===== src/rtl/lcc_pkg.sv =====
package lcc_pkg;

  typedef enum logic [1:0] {
    OP_FETCH_RD = 2'b00,
    OP_FETCH_WR = 2'b01,
    OP_WRITE    = 2'b10,
    OP_BAD      = 2'b11
  } lcc_op_e;

  typedef enum logic [2:0] {
    S_IDLE,
    S_STALL,
    S_EVICT,
    S_FETCH,
    S_WTHRU,
    S_WAIT
  } lcc_state_e;

  // Value loaded into the stall counter: the response leaves when it hits zero.
  function automatic int unsigned stall_load(logic [1:0] op, int unsigned lat_fetch,
                                             int unsigned lat_write);
    return ((op == OP_WRITE) ? lat_write : lat_fetch) - 1;
  endfunction

  // A child write miss is fetched as fetch-write; fetches pass unchanged.
  function automatic logic [1:0] parent_fetch_op(logic [1:0] op);
    return (op == OP_WRITE) ? OP_FETCH_WR : op;
  endfunction

endpackage


===== src/rtl/lcc_tag_store.sv =====
module lcc_tag_store #(
  parameter int SETS  = 8,
  parameter int IDX_W = 3,
  parameter int TAG_W = 11
) (
  input  logic             clk,
  input  logic             rst_n,
  input  logic [IDX_W-1:0] lk_idx,
  output logic             lk_valid,
  output logic             lk_dirty,
  output logic [TAG_W-1:0] lk_tag,
  input  logic             ins_en,
  input  logic [IDX_W-1:0] ins_idx,
  input  logic [TAG_W-1:0] ins_tag,
  input  logic             ins_dirty,
  input  logic             inv_en,
  input  logic [IDX_W-1:0] inv_idx,
  input  logic             dirty_en,
  input  logic [IDX_W-1:0] dirty_idx
);

  logic [SETS-1:0]            valid_v;
  logic [SETS-1:0]            dirty_v;
  logic [SETS-1:0][TAG_W-1:0] tag_v;

  for (genvar g = 0; g < SETS; g++) begin : gen_set
    logic             valid_q, dirty_q;
    logic [TAG_W-1:0] tag_q;
    always_ff @(posedge clk) begin
      if (!rst_n) begin
        valid_q <= 1'b0;
        dirty_q <= 1'b0;
        tag_q   <= '0;
      end else if (ins_en && ins_idx == IDX_W'(g)) begin
        valid_q <= 1'b1;
        dirty_q <= ins_dirty;
        tag_q   <= ins_tag;
      end else if (inv_en && inv_idx == IDX_W'(g)) begin
        valid_q <= 1'b0;
        dirty_q <= 1'b0;
      end else if (dirty_en && dirty_idx == IDX_W'(g)) begin
        dirty_q <= 1'b1;
      end
    end
    assign valid_v[g] = valid_q;
    assign dirty_v[g] = dirty_q;
    assign tag_v[g]   = tag_q;
  end

  assign lk_valid = valid_v[lk_idx];
  assign lk_dirty = dirty_v[lk_idx];
  assign lk_tag   = tag_v[lk_idx];

  // an invalidated set reads back empty on the next cycle
  p_inv_clears_r5: assert property (@(posedge clk) disable iff (!rst_n)
    (inv_en && !(ins_en && ins_idx == inv_idx)) |=> !valid_v[$past(inv_idx)]);

  // an installed line is present with the installed tag
  p_ins_present_r10: assert property (@(posedge clk) disable iff (!rst_n)
    ins_en |=> (valid_v[$past(ins_idx)] && tag_v[$past(ins_idx)] == $past(ins_tag)));

endmodule


===== src/rtl/lcc_stall_timer.sv =====
module lcc_stall_timer #(
  parameter int CNT_W = 2
) (
  input  logic             clk,
  input  logic             rst_n,
  input  logic             load,
  input  logic [CNT_W-1:0] load_val,
  input  logic             en,
  output logic             zero
);

  logic [CNT_W-1:0] cnt_q;

  always_ff @(posedge clk) begin
    if (!rst_n)                   cnt_q <= '0;
    else if (load)                cnt_q <= load_val;
    else if (en && cnt_q != '0)   cnt_q <= cnt_q - 1'b1;
  end

  assign zero = (cnt_q == '0);

  // the stall counts down by exactly one per enabled cycle
  p_count_down_r3: assert property (@(posedge clk) disable iff (!rst_n)
    (en && !zero && !load) |=> (cnt_q == $past(cnt_q) - 1'b1));

endmodule


===== src/rtl/lower_cache_ctrl.sv =====
module lower_cache_ctrl
  import lcc_pkg::*;
#(
  parameter int ADDR_W     = 16,
  parameter int OFF_W      = 2,
  parameter int IDX_W      = 3,
  parameter int ID_W       = 4,
  parameter int LAT_FETCH  = 3,
  parameter int LAT_WRITE  = 2,
  parameter bit INCLUSIVE  = 1'b1,
  parameter bit WRITE_BACK = 1'b1
) (
  input  logic              clk,
  input  logic              rst_n,
  input  logic              req_valid,
  output logic              req_ready,
  input  logic [1:0]        req_op,
  input  logic [ID_W-1:0]   req_id,
  input  logic [ADDR_W-1:0] req_addr,
  output logic              rsp_valid,
  output logic [1:0]        rsp_op,
  output logic [ID_W-1:0]   rsp_id,
  output logic [ADDR_W-1:0] rsp_addr,
  output logic              par_req_valid,
  input  logic              par_req_ready,
  output logic [1:0]        par_req_op,
  output logic [ADDR_W-1:0] par_req_addr,
  input  logic              par_rsp_valid,
  input  logic [1:0]        par_rsp_op,
  output logic              op_err
);

  localparam int SETS    = 1 << IDX_W;
  localparam int TAG_W   = ADDR_W - IDX_W - OFF_W;
  localparam int LAT_MAX = (LAT_FETCH > LAT_WRITE) ? LAT_FETCH : LAT_WRITE;
  localparam int CNT_W   = $clog2(LAT_MAX + 1);

  function automatic logic [IDX_W-1:0] idx_of(logic [ADDR_W-1:0] a);
    return a[OFF_W +: IDX_W];
  endfunction
  function automatic logic [TAG_W-1:0] tag_of(logic [ADDR_W-1:0] a);
    return a[ADDR_W-1 -: TAG_W];
  endfunction
  function automatic logic [ADDR_W-1:0] line_of(logic [TAG_W-1:0] t, logic [IDX_W-1:0] i);
    return {t, i, {OFF_W{1'b0}}};
  endfunction

  lcc_state_e        state_q, state_d;
  logic [1:0]        op_q;
  logic [ID_W-1:0]   id_q;
  logic [ADDR_W-1:0] addr_q, victim_q;
  logic              err_q;

  // Named internal events
  logic             lk_valid, lk_dirty, lk_hit;
  logic [TAG_W-1:0] lk_tag;
  logic             accept, acc_bad, acc_fetch, acc_write;
  logic             evict_now, wb_needed, take_now;
  logic             inv_en, dirty_en, ins_en, ins_dirty;
  logic             fetch_rsp, wt_ack, wb_fire, par_fire;
  logic             tmr_load, tmr_zero;
  logic [CNT_W-1:0] tmr_val;

  lcc_tag_store #(.SETS(SETS), .IDX_W(IDX_W), .TAG_W(TAG_W)) u_tags (
    .clk(clk), .rst_n(rst_n),
    .lk_idx(idx_of(req_addr)), .lk_valid(lk_valid), .lk_dirty(lk_dirty), .lk_tag(lk_tag),
    .ins_en(ins_en), .ins_idx(idx_of(addr_q)), .ins_tag(tag_of(addr_q)), .ins_dirty(ins_dirty),
    .inv_en(inv_en), .inv_idx(idx_of(req_addr)),
    .dirty_en(dirty_en), .dirty_idx(idx_of(req_addr))
  );

  lcc_stall_timer #(.CNT_W(CNT_W)) u_timer (
    .clk(clk), .rst_n(rst_n), .load(tmr_load), .load_val(tmr_val),
    .en(state_q == S_STALL), .zero(tmr_zero)
  );

  assign accept    = (state_q == S_IDLE) && req_valid;
  assign acc_bad   = accept && req_op == OP_BAD;
  assign acc_fetch = accept && (req_op == OP_FETCH_RD || req_op == OP_FETCH_WR);
  assign acc_write = accept && req_op == OP_WRITE;
  assign lk_hit    = lk_valid && lk_tag == tag_of(req_addr);

  assign evict_now = !lk_hit && (acc_write || (acc_fetch && INCLUSIVE));
  assign wb_needed = evict_now && lk_valid && lk_dirty;
  assign take_now  = acc_fetch && lk_hit && !INCLUSIVE;
  assign inv_en    = (evict_now && lk_valid) || take_now;
  assign dirty_en  = acc_write && lk_hit && WRITE_BACK;

  assign fetch_rsp = (state_q == S_WAIT) && par_rsp_valid && par_rsp_op != OP_WRITE;
  assign wt_ack    = (state_q == S_WAIT) && par_rsp_valid && par_rsp_op == OP_WRITE && !WRITE_BACK;
  assign ins_en    = fetch_rsp && (INCLUSIVE || op_q == OP_WRITE);
  assign ins_dirty = (op_q == OP_WRITE) && WRITE_BACK;

  always_comb begin
    state_d = state_q;
    unique case (state_q)
      S_IDLE: begin
        if (acc_fetch)      state_d = lk_hit ? S_STALL : (wb_needed ? S_EVICT : S_FETCH);
        else if (acc_write) state_d = lk_hit ? (WRITE_BACK ? S_STALL : S_WTHRU)
                                             : (wb_needed ? S_EVICT : S_FETCH);
      end
      S_STALL: if (tmr_zero)      state_d = S_IDLE;
      S_EVICT: if (par_req_ready) state_d = S_FETCH;
      S_FETCH: if (par_req_ready) state_d = S_WAIT;
      S_WTHRU: if (par_req_ready) state_d = S_WAIT;
      S_WAIT: begin
        if (fetch_rsp)   state_d = (op_q == OP_WRITE && !WRITE_BACK) ? S_WTHRU : S_STALL;
        else if (wt_ack) state_d = S_STALL;
      end
      default: state_d = S_IDLE;
    endcase
  end

  assign tmr_load = (state_d == S_STALL) && (state_q != S_STALL);
  assign tmr_val  = CNT_W'(stall_load((state_q == S_IDLE) ? req_op : op_q, LAT_FETCH, LAT_WRITE));

  always_ff @(posedge clk) begin
    if (!rst_n) begin
      state_q  <= S_IDLE;
      op_q     <= '0;
      id_q     <= '0;
      addr_q   <= '0;
      victim_q <= '0;
      err_q    <= 1'b0;
    end else begin
      state_q <= state_d;
      err_q   <= acc_bad;
      if (accept) begin
        op_q     <= req_op;
        id_q     <= req_id;
        addr_q   <= req_addr;
        victim_q <= line_of(lk_tag, idx_of(req_addr));
      end
    end
  end

  always_comb begin
    par_req_valid = 1'b0;
    par_req_op    = OP_WRITE;
    par_req_addr  = line_of(tag_of(addr_q), idx_of(addr_q));
    unique case (state_q)
      S_EVICT: begin par_req_valid = 1'b1; par_req_addr = victim_q; end
      S_FETCH: begin par_req_valid = 1'b1; par_req_op = parent_fetch_op(op_q); end
      S_WTHRU: par_req_valid = 1'b1;
      default: ;
    endcase
  end

  assign par_fire  = par_req_valid && par_req_ready;
  assign wb_fire   = par_fire && state_q == S_EVICT;
  assign req_ready = (state_q == S_IDLE);
  assign rsp_valid = (state_q == S_STALL) && tmr_zero;
  assign rsp_op    = op_q;
  assign rsp_id    = id_q;
  assign rsp_addr  = addr_q;
  assign op_err    = err_q;

  // after a response the controller is ready for the next request
  p_ready_after_rsp_r12: assert property (@(posedge clk) disable iff (!rst_n)
    rsp_valid |=> req_ready);

  // a stalled parent request holds its command and address
  p_par_hold_r12: assert property (@(posedge clk) disable iff (!rst_n)
    (par_req_valid && !par_req_ready) |=> (par_req_valid && $stable(par_req_op) && $stable(par_req_addr)));

  // an illegal command yields no response and no parent traffic
  p_bad_silent_r2: assert property (@(posedge clk) disable iff (!rst_n)
    op_err |-> (!rsp_valid && !par_req_valid && req_ready));

  // a victim write-back is followed at once by the fetch
  p_wb_then_fetch_r6: assert property (@(posedge clk) disable iff (!rst_n)
    wb_fire |=> (par_req_valid && par_req_op != OP_WRITE));

  // a fill caused by a fetch is installed clean
  p_fetch_fill_clean_r4: assert property (@(posedge clk) disable iff (!rst_n)
    (ins_en && op_q != OP_WRITE) |-> !ins_dirty);

  // without write-back nothing is ever marked dirty
  p_wt_never_dirty_r9: assert property (@(posedge clk) disable iff (!rst_n)
    (dirty_en || (ins_en && ins_dirty)) |-> WRITE_BACK);

endmodule


===== config.mk =====
export PLATFORM = sky130hd
export DESIGN_NAME = lower_cache_ctrl
export DESIGN_NICKNAME = d
export VERILOG_FILES = /design/src/rtl/lcc_pkg.sv /design/src/rtl/lcc_tag_store.sv /design/src/rtl/lcc_stall_timer.sv /design/src/rtl/lower_cache_ctrl.sv
export SDC_FILE = /design/constraint.sdc
export NUM_CORES = 1
export LEC_CHECK = 0
export BUFFER_PORTS_ARGS = -buffer_cell sky130_fd_sc_hd__buf_4
export CORE_MARGIN = 5
export CORE_UTILIZATION = 45
export DETAILED_ROUTE_END_ITERATION = 8
export PLACE_DENSITY = 0.68
export SLEW_MARGIN = 15
export SYNTH_ARGS = -nofsm -noshare
export SYNTH_HDL_FRONTEND = slang
export SYNTH_SLANG_ARGS = --single-unit

===== constraint.sdc =====
create_clock -name clk -period 3.4 [get_ports clk]
set_input_delay 0.68 -clock clk [delete_from_list [all_inputs] [get_ports clk]]
set_output_delay 0.68 -clock clk [all_outputs]
set_load 0.03 [all_outputs]

======== Word level (Yosys, flattened, before mapping) ========
Index checks and enable logic that the tools add are counted.
W data, S select, Z words.
word-level totals
  bits in registers ....................... 146
  input port bits ......................... 29
  word-level logic and storage cells ...... 191
operators by class
  add/sub/neg operators ................... 2
  $lt $le $gt $ge ......................... 1
  equal/unequal tests ..................... 28
  muxes and demuxes ....................... 63
  reduce and logical (&&, ||, !) cells .... 66
operators by type and width
  operator               number
  $mux W1                45
  $logic_and A1 B1 Y1    38
  $bmux W11 S3           1
  $eq A3 B3 Y1 const B   10
  $reduce_bool A3 Y1     8
  $reduce_bool A2 Y1     10
  $eq A3 B2 Y1 const B   6
  $mux W3                6
  $mux W16               1
  $pmux W3 S5            1
  $eq A3 B1 Y1 const B   4
  $mux W2                6
  $eq A11 B11 Y1         1
  $mux W11               1
  $logic_not A3 Y1       3
  $eq A2 B2 Y1 const B   4
  $bmux W1 S3            2
  $logic_not A2 Y1       2
  $lt A3 B4 Y1 const B   1
  $sub A2 B1 Y2 const B  2
  $ne A3 B1 Y1 const B   1
  $reduce_or A3 Y1       1
  $eq A2 B1 Y1 const B   1
  $logic_or A1 B1 Y1     2
  other kinds (3)        3

======== Longest topological paths before layout ========
Gate-level depths: netlist (run 1).
  word-level depth ........................ 16
  gate-level depth with buffers ........... 11
  mapped depth without buffers ............ 7

======== Cells and area by module ========
A second synthesis (run 1) with hierarchy kept.
unflattened totals
  cells, all modules ...................... 776
  area, all modules ....................... 7,051.8 um^2
by module, submodules not included
  module            instances  cells an instance  area each (um^2)  seq. area each (um^2)
  lcc_tag_store     1          529                5,041.1           2,082.0
  lower_cache_ctrl  1          233                1,888.1           740.7
  lcc_stall_timer   1          14                 122.6             40.0

======== Least setup slack after synthesis (run 1) ========
Ideal clock, no wire load.
  kind .................................... input -> register
  start point ............................. input port req_addr[3]
  end point ............................... register u_timer.cnt_q[0]
  arrival ................................. 2.911 ns
  required time ........................... 3.280 ns
  path slack .............................. 0.369 ns
  stages on the path ...................... 9
  cells stage by stage .................... buf_2 > buf_2 > mux4_2 > mux2i_4 > o2bb2ai_2 > a2111oi_4 > nand4_2 > o311a_1 > o31a_1
on the way
  cells in the longest elaborated chain, start to end .. 16
  elaborated cells on any way between the ends .. 21
RTL lines
  item                                                  RTL line                                         source
  start: declaration                                    lower_cache_ctrl.sv:19                           input logic [ADDR_W-1:0] req_addr,
  $bmux W11 S3                                          lcc_tag_store.sv:52                              assign lk_tag = tag_v[lk_idx];
  $mux W11 (implied by the code)                        lcc_tag_store.sv:52
  $eq A11 B11 Y1                                        lower_cache_ctrl.sv:81                           assign lk_hit = lk_valid && lk_tag == tag_of(req_addr);
  $logic_and A1 B1 Y1                                   lower_cache_ctrl.sv:81
  $logic_not A1 Y1                                      lower_cache_ctrl.sv:83                           assign evict_now = !lk_hit && (acc_write || (acc_fetch && INCLUSIVE));
  $logic_and A1 B1 Y1                                   lower_cache_ctrl.sv:83
  $logic_and A1 B1 Y1 (2 in a row)                      lower_cache_ctrl.sv:84                           assign wb_needed = evict_now && lk_valid && lk_dirty;
  $mux W1                                               lower_cache_ctrl.sv:98, lower_cache_ctrl.sv:100
  $mux W2 (*)                                           lower_cache_ctrl.sv:98, lower_cache_ctrl.sv:99
  $mux W3                                               lower_cache_ctrl.sv:99                           else if (acc_write) state_d = lk_hit ? (WRITE_BACK ? S_STALL : S_WTHRU)
  $mux W3 (*)                                           lower_cache_ctrl.sv:98                           if (acc_fetch) state_d = lk_hit ? S_STALL : (wb_needed ? S_EVICT : S_FETCH);
  $pmux W3 S5 (*)                                       lower_cache_ctrl.sv:96                           unique case (state_q)
  $eq A3 B1 Y1 (*)                                      lower_cache_ctrl.sv:114                          assign tmr_load = (state_d == S_STALL) && (state_q != S_STALL);
  $logic_and A1 B1 Y1 (*)                               lower_cache_ctrl.sv:114
  $mux W2 / $reduce_bool A2 Y1 (equally long branches)  --
  end signal: assignment                                lcc_stall_timer.sv:16                            else if (load) cnt_q <= load_val;
  end signal: assignment                                lcc_stall_timer.sv:17                            else if (en && cnt_q != '0) cnt_q <= cnt_q - 1'b1;
  end: declaration                                      lcc_stall_timer.sv:12                            logic [CNT_W-1:0] cnt_q;
Mark *: on every way between the ends. The rest lies on a longest branch, timed or not. The select of a mux whose other input is x is not followed.
A chain may end at the register's enable or synchronous reset.

======== Final worst setup path (run 1) ========
  start point ............................. input port req_addr[4]
  end point ............................... register u_tags.gen_set[7].valid_q
on the way
  cells in the longest elaborated chain, start to end .. 9
  elaborated cells on any way between the ends .. 12
RTL lines
  item                              RTL line                source
  $bmux W11 S3                      lcc_tag_store.sv:52
  $mux W11 (implied by the code)    lcc_tag_store.sv:52
  $eq A11 B11 Y1                    lower_cache_ctrl.sv:81
  $logic_and A1 B1 Y1               lower_cache_ctrl.sv:81
  $logic_not A1 Y1                  lower_cache_ctrl.sv:83
  $logic_and A1 B1 Y1               lower_cache_ctrl.sv:83
  $logic_and A1 B1 Y1               lower_cache_ctrl.sv:86  assign inv_en = (evict_now && lk_valid) || take_now;
  $logic_and A1 B1 Y1 (*)           lcc_tag_store.sv:38     end else if (inv_en && inv_idx == IDX_W'(g)) begin
  $reduce_bool A2 Y1 (no line) (*)  --
  end signal: assignment            lcc_tag_store.sv:31     valid_q <= 1'b0;
  end signal: assignment            lcc_tag_store.sv:35     valid_q <= 1'b1;
  end signal: assignment            lcc_tag_store.sv:39     valid_q <= 1'b0;
  end: declaration                  lcc_tag_store.sv:27     logic valid_q, dirty_q;
Marked as above.

==> key figures, run 1 <==
Status
  • Status: completed

Detailed routing
  • Post-route ant nets: 0
  • Via count: between 6000 and 7000
  • DRT iter0 DRCs: roughly 550
  • Routed WL: 20.69 mm
  • DR vias/cell: 5.823
  • Residual DRC: 0
  • Routed len/inst: 19.67 microns
  • First-pass DRT Iterations: 5

Timing
  • Smallest hold slack: 0.4528 ns
  • Fin Setup TNS: 0 ns
  • Peak Freq: 340.3 MHz
  • Endpoints failing setup: 0
  • RSZ-0062 raised after global routing: false
  • Endpoints failing hold: 0
  • Pin slew with the least headroom to its limit: about 0.83 ns
  • Worst setup margin: 0.4611 ns
  • Crit path time final: around 2.9 ns
  • Final max-slew violation count: 0
  • Clock skew: roughly 0.012 ns
  • Relative slew slack: 44.85%
  • Crit share post-route: between 80% and 90%

Global routing
  • Vias in the first global route: 5832
  • All-Layer GR Usage: 23.87%
  • Largest net degree at the start of global routing: roughly 130
  • GRT overflow: 0
  • Global-route wire length before repair: 33.13 mm
  • Antenna violations before repair: 0

Clock tree
  • CTS resizes: 0
  • CTS root buffer: clkbuf_16
  • Clock transition at path regs: 0.06 ns
  • Num CTS Buffers: 17
  • CTS H-tree lvls: 4
  • Setup bufs post-CTS: 0
  • Clock tree from TritonCTS: done
  • Clock latency on the worst-skew pair: 0.43 ns
  • Clock tree buffer depth: 2
  • Hold-fix buffers, CTS: 0
  • CTS sink cnt: 143

Logic synthesis
  • Sequential area share after synthesis: 42.35%
  • Yosys cell types: 57
  • Netlist Area Pre-Place: 0.006759 sq mm
  • Mapped Cells: 805
  • Ys async rst share: 0%
  • Synth warnings: 0
  • Mapped Avg Cell Area: 8.396 sq um
  • Post-synth top flop: dfxtp_1
  • Post-synth EDFFs: 0
  • Synth Register Bits: 143

Power and ir drop
  • Sequential power share: 44.3%
  • Combinational share of power: 11.6%
  • Peak supply drop: 0.3589 mV
  • Pwr dens: 496.2 mW/mm^2
  • P_sw: 1.092 mW
  • Final Power: 4.005 mW
  • P_int: between 2 and 3 mW
  • Switching share of power: 27.27%
  • Share of total power in the clock network: 44.0%
  • Leakage power: 2.961 nW

Finish
  • Register Area: roughly 0.0029 sq mm
  • Fin cells: 1052
  • Post-route cell area: 0.008071 sq mm
  • Multi-input gate area: 0.003576 sq mm
  • Diodes inserted: 0
  • Layout cells sized above 1: between 20 and 25%
  • Area delta synth->final: 19.42%
  • # nets final: 884
  • Fin util: 55.12%
  • Fillcell total: 1362

Worst setup path
  • Setup CP Type: input port to register
  • R2R Path End: u_tags.gen_set[7].valid_q
  • Req. time, crit path: 3.77 ns
  • Crit path max fanout: 20
  • Worst reg2reg startpoint: u_tags.gen_set[7].tag_q[1]
  • R2R depth: 8
  • CP startpoint kind: input port
  • R2R Setup Slk: 0.87 ns
  • CP Launch Point: req_addr[4]
  • Critical Path AT: 3.31 ns
  • Setup crit end kind: register

Hold path
  • Hold path depth: 2
  • Hold_sp: u_tags.gen_set[5].tag_q[5]
  • Worst min-delay path category: register to register
  • Endpoint, Worst Hold: u_tags.gen_set[5].tag_q[5]

Placed design
  • Cells after DPL: 1020
  • Dpl ws: 0.1408 ns
  • IO Port Bufs: 70
  • Placer's final routability congestion estimate: 0.9471
  • DP HPWL: 13.49 mm
  • Placed inst area: 0.007513 sq mm

Die
  • Chip Height: roughly 130 microns
  • Die width: 132.6 microns
  • IO Count: 73
  • Die area: about 0.018 sq mm
  • Initial core utilization: 46.16%
  • Core area: 0.01464 sq mm
  • Site Rows: 44

Job
  • # Max-Cap Violations: 0
[power by group through the flow]
stage / Sequential (mW) / Clock, mW / Combinational, mW
3_5_place_dp: 1.81 / 0 / 0.463
3_3_place_gp: 1.81 / 0 / 0.461
6_report: 1.78 / 1.76 / 0.466
2_1_floorplan: 1.80 / 0 / 0.298
5_1_grt: 1.78 / 1.88 / 0.499
4_1_cts: 1.78 / 1.78 / 0.465
[placed cells by master (no fill, tap or decap), types with 3 or more instances in the layout]
cell type / n
nor3_1: 13
o2111ai_1: 3
clkbuf_16: 17
clkinv_4: 3
or3_1: 4
buf_4: 105
o21ai_0: 11
nand4b_1: 3
o211ai_1: 5
nand2b_1: 5
and3_1: 4
o221a_2: 6
mux2i_1: 32
nand2_1: 198
inv_1: 3
nor2_1: 55
a22o_1: 7
nand3_1: 16
clkinv_2: 3
mux4_2: 18
o211a_1: 3
and2_1: 4
o21a_1: 3
a211oi_1: 7
xor2_1: 3
a21oi_1: 99
nand4_1: 11
clkbuf_1: 3
mux2_2: 20
dfxtp_1: 143
o22ai_1: 8
or4_1: 5
nor2b_1: 6
nand3b_1: 3
inv_6: 3
[state kept, by name, indices dropped and copies added, names as in the netlist]
name / cells
op_err: 1
rsp_addr: 16
rsp_id: 4
rsp_op: 2
state_q: 3
u_tags.gen_set.dirty_q: 8
u_tags.gen_set.tag_q: 88
u_tags.gen_set.valid_q: 8
u_timer.cnt_q: 2
victim_q: 11
[per-layer routing]
metal | part of all wire [%] | track usage (%) | vias up
met5 | 0 | 0 | -
met4 | 2.4 | 8.661 | 0
met3 | 7.2 | 4.935 | 35
met2 | 47 | 37.72 | 250
met1 | 43 | 32.40 | 2942
li1 | - | - | 2899
[cell families (layout without fill, tap and decap cells)]
logic type | Yosys count | count (layout) | synth area share, %
buffers and inverters | 81 | 143 | 5.072
flip-flops | 143 | 143 | 42.35
AO/OA/AOI/OAI | 163 | 163 | 15.09
multiplexers | 71 | 71 | 14.40
AND/OR/NAND/NOR | 341 | 341 | 22.38
other | 1 | 2 | 0.05548
XOR/XNOR | 5 | 5 | 0.6480
[cells in the mapped netlist (2+ instances only)]
cell	n	area, sq um
nand2_1	198	743.2
dfxtp_1	143	2863
a21oi_1	99	495.5
clkbuf_1	58	217.7
nor2_1	55	206.5
mux2i_1	32	320.3
mux2_2	20	225.2
mux4_2	18	405.4
nand3_1	16	80.08
nor3_1	14	70.07
nand4_1	11	68.82
o21ai_0	11	55.05
buf_2	10	50.05
o22ai_1	8	50.05
a211oi_1	7	52.55
a22o_1	7	61.31
buf_4	7	52.55
nor2b_1	6	37.54
o221a_2	6	67.56
nand2b_1	5	31.28
o211ai_1	5	37.54
or4_1	5	37.54
and2_1	4	25.02
and3_1	4	25.02
or3_1	4	25.02
inv_1	3	11.26
nand3b_1	3	22.52
nand4b_1	3	26.28
nor3b_1	3	22.52
o2111ai_1	3	26.28
o211a_1	3	30.03
o21a_1	3	22.52
xor2_1	3	26.28
buf_1	2	7.510
nor4_1	2	12.51
o31a_1	2	17.52
xnor2_1	2	17.52
[area by class of cell]
| class | instances | share of cell area [%] |
|---|---|---|
| clock buffer | 21 | 5.581 |
| clock inverter | 11 | 1.333 |
| inverter | 4 | 0.2015 |
| multi-input combinational | 582 | 44.30 |
| sequential | 143 | 35.47 |
| tap | 184 | 2.852 |
| timing repair buffer | 107 | 10.26 |
[how the worst max path moves through the flow]
stage,end,depth (start not counted)
global placement,u_tags.gen_set[3].valid_q,9
finish,u_tags.gen_set[7].valid_q,10
global route,u_tags.gen_set[7].valid_q,10
floorplan,u_timer.cnt_q[0],9
CTS,u_tags.gen_set[7].valid_q,10
detailed placement,u_tags.gen_set[7].valid_q,10
[worst max-delay path, cell delays in order]
cell	delay [ns]
buf_4	0.29
buf_4	0.25
mux2_2	0.35
o22ai_1	0.36
nor3_1	0.11
nor3_1	0.35
nand4_2	0.17
buf_4	0.21
nor2_2	0.29
o221a_2	0.25
Power figures use the tool's default switching activity.
==> run 2, diff against run 1 <==
Settings changed: ABC_CLOCK_PERIOD_IN_PS from default to 3400, BUFFER_PORTS_ARGS -buffer_cell sky130_fd_sc_hd__buf_4 to -buffer_cell sky130_fd_sc_hd__buf_2, PLACE_DENSITY 0.68 to default.
==> run 2 against run 1 <==
- power is 1.4% higher
- routed wire length up 4.3%
- non-clock buffer count rose by 7
- clock skew fell by 0.0075 ns
- die area did not move
- via count up 0.11%
- sequential power hardly changed
- critical path depth decreased by 1
- cell count rose by 0.48%
- clock power increased by 5%
- core utilization decreased by 0.58 points
- largest cell class unchanged
- highest routed layer unchanged
==> key figures, run 2 (synthesized netlist as in run 1, its figures left out) <==
Finish
  • # nets final: slightly below 900
  • Fin cells: 1057
  • Most common cell after layout, fill and taps aside: nand2_1
  • Max reg flops: 88
  • Area delta synth->final: 18.16%
  • Layout cells sized above 1: 22.79%
  • Diodes inserted: 0
  • Top reg by flops: u_tags.gen_set.tag_q
  • Most frequent cells in the layout: 198 x nand2_1, 143 x dfxtp_1, 99 x a21oi_1, 70 x buf_2, 55 x nor2_1
  • Fillcell total: approximately 1400
  • Fin util: 54.54%

Die
  • Die area: 0.01757 sq mm
  • Core area: 0.01464 sq mm
  • Die width: about 130 microns
  • Site Rows: 44
  • IO Count: 73
  • Chip Height: 132.6 microns
  • Initial core utilization: 46.16%

Worst setup path
  • Setup crit end kind: register
  • Worst path cell trace: buf_2 > mux4_2 > mux2i_1 > xor2_1 > a21boi_0 > nand3_1 > buf_4 > nor2_2 > o221a_2
  • Slowest stage delay, CP: around 0.56 ns
  • R2R Path End: u_tags.gen_set[3].valid_q
  • R2R depth: 8
  • Critical-path top delay cell: mux4_2
  • Worst Setup EP: u_tags.gen_set[3].valid_q
  • Crit path max fanout: 13
  • CP startpoint kind: input port
  • CP Launch Point: req_addr[4]
  • R2R Setup Slk: 0.85 ns
  • Worst reg2reg startpoint: u_tags.gen_set[7].tag_q[8]
  • Critical Path AT: 3.31 ns
  • Req. time, crit path: approximately 3.8 ns
  • Setup CP Type: input port to register

Timing
  • Worst setup margin: 0.4546 ns
  • Final max-slew violation count: 0
  • Crit share post-route: ~87%
  • Endpoints failing setup: 0
  • Crit path time final: 2.945 ns
  • Pin slew with the least headroom to its limit: 0.7334 ns
  • RSZ-0062 raised after global routing: false
  • Fin Setup TNS: 0 ns
  • Clock skew: 0.004627 ns
  • Peak Freq: ~340 MHz
  • Relative slew slack: roughly 51%
  • Endpoints failing hold: 0

Power and ir drop
  • Leakage power: roughly 3 nW
  • Final Power: around 4.1 mW
  • Pwr dens: slightly above 500 mW/mm^2
  • Peak supply drop: 0.3992 mV

Detailed routing
  • Residual DRC: 0
  • DR vias/cell: 5.802
  • DR WL met3: 1.168 mm
  • WL met2: 10.14 mm
  • DRT iter0 DRCs: 529
  • First-pass DRT Iterations: 5
  • Via count: about 6100
  • Top sig layer: met4
  • Met1 WL: 9.550 mm
  • Post-route ant nets: 0
  • Routed len/inst: 20.41 microns
  • Routed WL: 21.57 mm

Clock tree
  • Clock latency on the worst-skew pair: between 0.4 and 0.5 ns
  • Num CTS Buffers: 17
  • CTS resizes: 0
  • CTS sink cnt: 143
  • Clock transition at path regs: around 0.06 ns
  • Hold-fix buffers, CTS: 0
  • Setup bufs post-CTS: 0
  • CTS H-tree lvls: 4
  • Clock tree buffer depth: 2
  • CTS root buffer: clkbuf_16
  • Clock tree from TritonCTS: done

Status
  • Status: completed

Placed design
  • Dpl ws: 0.04079 ns
  • IO Port Bufs: 70
  • Cells after DPL: 1027
  • Placer's final routability congestion estimate: 0.9113
  • DP HPWL: 14.72 mm

Global routing
  • All-Layer GR Usage: approximately a quarter
  • Antenna violations before repair: 0
  • Global-route wire length before repair: 33.47 mm
  • Vias in the first global route: 5800
  • Largest net degree at the start of global routing: 106
  • GRT overflow: 0

Job
  • # Max-Cap Violations: 0

Hold path
  • Worst min-delay path category: register to register
==> run 2: report_power, final <==
| part | switching [mW] | internal, mW | total [mW] |
|---|---|---|---|
| Clock | 0.735 | 1.11 | 1.84 |
| Sequential | 0.0647 | 1.71 | 1.78 |
| Combinational | 0.299 | 0.144 | 0.443 |
| Total | 1.10 | 2.96 | 4.06 |
==> run 2: per-stage QoR <==
stage               hold WS, ns  area [sq um]
floorplan                0.4329          6763
CTS                      0.4527          7986
global route             0.4659          7986
global placement         0.4376          7416
finish                   0.4538          7986
detailed placement       0.4443          7416
==> run 2: critical path, delay by kind of cell <==
| kind | cells | cell delay [ns] |
|---|---|---|
| buffers and inverters | 2 | 0.59 |
| XOR/XNOR | 1 | 0.20 |
| AO/OA/AOI/OAI | 2 | 0.51 |
| multiplexers | 2 | 0.78 |
| AND/OR/NAND/NOR | 2 | 0.52 |
==> run 2: layout make-up <==
| class | instances | area, sq um | share of cell area (%) |
|---|---|---|---|
| Clock buffer | 20 | 456.7 | 5.718 |
| Inverter | 4 | 16.27 | 0.2037 |
| Timing Repair Buffer | 114 | 730.7 | 9.149 |
| Tap cell | 184 | 230.2 | 2.883 |
| Clock inverter | 10 | 113.9 | 1.426 |
| Multi-Input combinational cell | 582 | 3576 | 44.78 |
| Sequential cell | 143 | 2863 | 35.85 |
==> run 2: how the worst min path moves through the flow <==
stage	startpoint	endpoint	cells past startpoint
3_3_place_gp	rsp_addr[0]	rsp_addr[0]	2
2_1_floorplan	u_tags.gen_set[5].tag_q[3]	u_tags.gen_set[5].tag_q[3]	2
4_1_cts	rsp_id[1]	rsp_id[1]	2
3_5_place_dp	rsp_id[1]	rsp_id[1]	2
5_1_grt	rsp_id[1]	rsp_id[1]	2
6_report	u_tags.gen_set[4].tag_q[5]	u_tags.gen_set[4].tag_q[5]	2
==> run 2: per-layer routing <==
layer | vias to the layer above | GRT usage [%]
li1 | 2905 | -
met1 | 2982 | 32.24
met2 | 199 | 38.97
met3 | 47 | 5.239
met4 | 0 | 10.22
met5 | - | 0
==> run 3, diff against run 2 <==
Settings changed: ABC_CLOCK_PERIOD_IN_PS 3400 to 3000.
Clock period 3.4 ns to 3 ns, I/O delays scaled along.
==> run 3 against run 2 <==
- cell area increased by 2.1%
- first-iteration DRC count increased by 4.0%
- sequential share of layout area decreased by 0.73 points
- worst setup slack got worse by 0.31 ns
- global-route usage increased by 0.22 points
- power increased by 14%
- non-clock buffer count increased by 23
- clock power increased by 14%
- largest cell class unchanged
- highest routed layer unchanged
==> key figures, run 3 (synthesized netlist as in run 1, its figures left out) <==
Status
  • Status: completed

Clock tree
  • Clock tree from TritonCTS: done
  • Num CTS Buffers: 17
  • Setup bufs post-CTS: 0
  • CTS root buffer: clkbuf_16
  • Clock tree buffer depth: 2
  • Clock latency on the worst-skew pair: 0.43 ns
  • CTS H-tree lvls: 4
  • CTS sink cnt: between 100 and 150
  • Hold-fix buffers, CTS: 0
  • Clock transition at path regs: 0.06 ns

Worst setup path
  • Critical Path AT: 3.22 ns
  • Kind of cell adding the most delay to the critical path: multiplexers
  • Critical path's most frequent cell: buf_4
  • CP startpoint kind: input port
  • Slowest stage delay, CP: 0.54 ns
  • Critical-path top delay cell: mux4_2
  • Setup crit end kind: register
  • Req. time, crit path: 3.37 ns
  • Setup CP Type: input port to register
  • Buffer and inverter count on the worst path: 3
  • Worst path cell trace: buf_2 > mux4_2 > mux2i_1 > xnor2_1 > nor3_1 > buf_4 > nand4_2 > buf_4 > o32ai_1 > o31a_1
  • Crit path max fanout: 11

Die
  • Site Rows: 44
  • Core area: ~0.015 sq mm
  • Chip Height: ~130 microns
  • Die area: between 0.015 and 0.02 sq mm
  • Initial core utilization: 46.16%
  • Die width: 132.6 microns
  • IO Count: between 70 and 80

Finish
  • Fin util: 55.66%
  • Register Area: about 0.0029 sq mm
  • Diodes inserted: 0
  • Most common cell after layout, fill and taps aside: nand2_1
  • Multi-input gate area: 0.003576 sq mm
  • Fin cells: ~1100
  • Layout cells sized above 1: between 20% and 30%
  • Top reg by flops: u_tags.gen_set.tag_q
  • Max reg flops: just under 90
  • Area delta synth->final: 20.60%
  • # nets final: 914
  • Fillcell total: 1355
  • Most frequent cells in the layout: 198 x nand2_1, 143 x dfxtp_1, 99 x a21oi_1, 69 x buf_2, 65 x buf_4

Detailed routing
  • DR vias/cell: 5.769
  • Post-route ant nets: 0
  • First-pass DRT Iterations: 5
  • Routed len/inst: approximately 20 microns
  • Residual DRC: 0
  • DRT iter0 DRCs: 550
  • Routed WL: 21.51 mm
  • Via count: between 6000 and 7000

Timing
  • Fin Setup TNS: 0 ns
  • Relative slew slack: 50.19%
  • Clock skew: about 0.0088 ns
  • Peak Freq: 350.8 MHz
  • Crit share post-route: 95.02%
  • Smallest hold slack: roughly 0.4 ns
  • Crit path time final: around 2.9 ns
  • Endpoints failing setup: 0
  • Final max-slew violation count: 0
  • Endpoints failing hold: 0
  • Pin slew with the least headroom to its limit: 0.7471 ns
  • RSZ-0062 raised after global routing: false

Global routing
  • Largest net degree at the start of global routing: 81
  • GRT overflow: 0
  • Global-route wire length before repair: about 34 mm
  • Vias in the first global route: 5977
  • Antenna violations before repair: 0
  • All-Layer GR Usage: 24.67%

Placed design
  • Placer's final routability congestion estimate: 0.9197
  • Cells after DPL: 1050
  • DP HPWL: 14.76 mm
  • IO Port Bufs: 70

Power and ir drop
  • Pwr dens: 568.3 mW/mm^2
  • Final Power: 4.633 mW
  • Leakage power: a little over 3 nW
  • Peak supply drop: 0.4162 mV

Hold path
  • Worst min-delay path category: input port to register

Job
  • # Max-Cap Violations: 0
==> run 3: changes by cell type in the layout (fill, tap and decap cells not counted) <==
cell | before | now
buf_12 | 4 | 2
clkinvlp_4 | 4 | 3
inv_6 | 1 | 4
buf_4 | 40 | 65
inv_8 | 0 | 1
clkbuf_8 | 2 | 0
clkinv_4 | 0 | 2
clkinv_2 | 4 | 3
buf_2 | 70 | 69
clkbuf_4 | 0 | 1
==> run 3: cell type report <==
class / instances / share of cell area, %
flip-flops and latches: 143 / 35.12
inverters: 4 / 0.1995
multi-input cells: 582 / 43.87
clock buffers: 18 / 5.265
clock inverters: 14 / 1.919
repair buffers: 137 / 10.81
well taps: 184 / 2.824
==> run 3: power breakdown <==
| part | internal, mW | switching, mW | leakage (nW) |
|---|---|---|---|
| clock | 1.24 | 0.865 | 0.280 |
| sequential | 1.94 | 0.0743 | 1.16 |
| combinational | 0.177 | 0.340 | 1.65 |
| total | 3.35 | 1.28 | 3.08 |
==> run 3: metrics by stage <==
stage          worst slack [ns]  cell area (sq um)
2_1_floorplan           0.04933               6763
3_3_place_gp            -0.2059               7564
3_5_place_dp            -0.2871               7564
4_1_cts                 0.09118               8149
5_1_grt                 0.02812               8152
6_report                 0.1493               8152
==> run 3: worst paths after layout <==
path,startpoint,end,slack [ns],depth (start not counted)
setup / recovery,req_addr[3],u_timer.cnt_q[0],0.15,10
hold / removal,req_id[0],rsp_id[0],0.40,3
hold reg to reg,rsp_id[0],rsp_id[0],0.45,2
setup reg to reg,u_tags.gen_set[7].tag_q[4],u_timer.cnt_q[0],0.39,9
==> run 3: worst reg2reg max path, cell delays in order, from the launching register on <==
cell and delay, ns:
dfxtp_1 0.32, mux4_2 0.46, mux2i_1 0.31, xnor2_1 0.11
nor3_1 0.25, buf_4 0.18, nand4_2 0.11, buf_4 0.22
o32ai_1 0.40, o31a_1 0.21
==> run 3: layer usage <==
| metal | track usage (%) | up-vias | part of all wire [%] |
|---|---|---|---|
| met5 | 0 | - | 0 |
| met4 | 10.45 | 0 | 3.4 |
| met3 | 5.277 | 47 | 5.6 |
| met2 | 40.10 | 220 | 48 |
| met1 | 31.84 | 3025 | 43 |
| li1 | - | 2950 | - |
==> run 3: repair_timing <==
| item | CTS | global route |
|---|---|---|
| endpoints found under the hold margin | 0 | 0 |
| setup endpoints to repair | 0 | 2 |
| gates resized for setup | 0 | 1 |
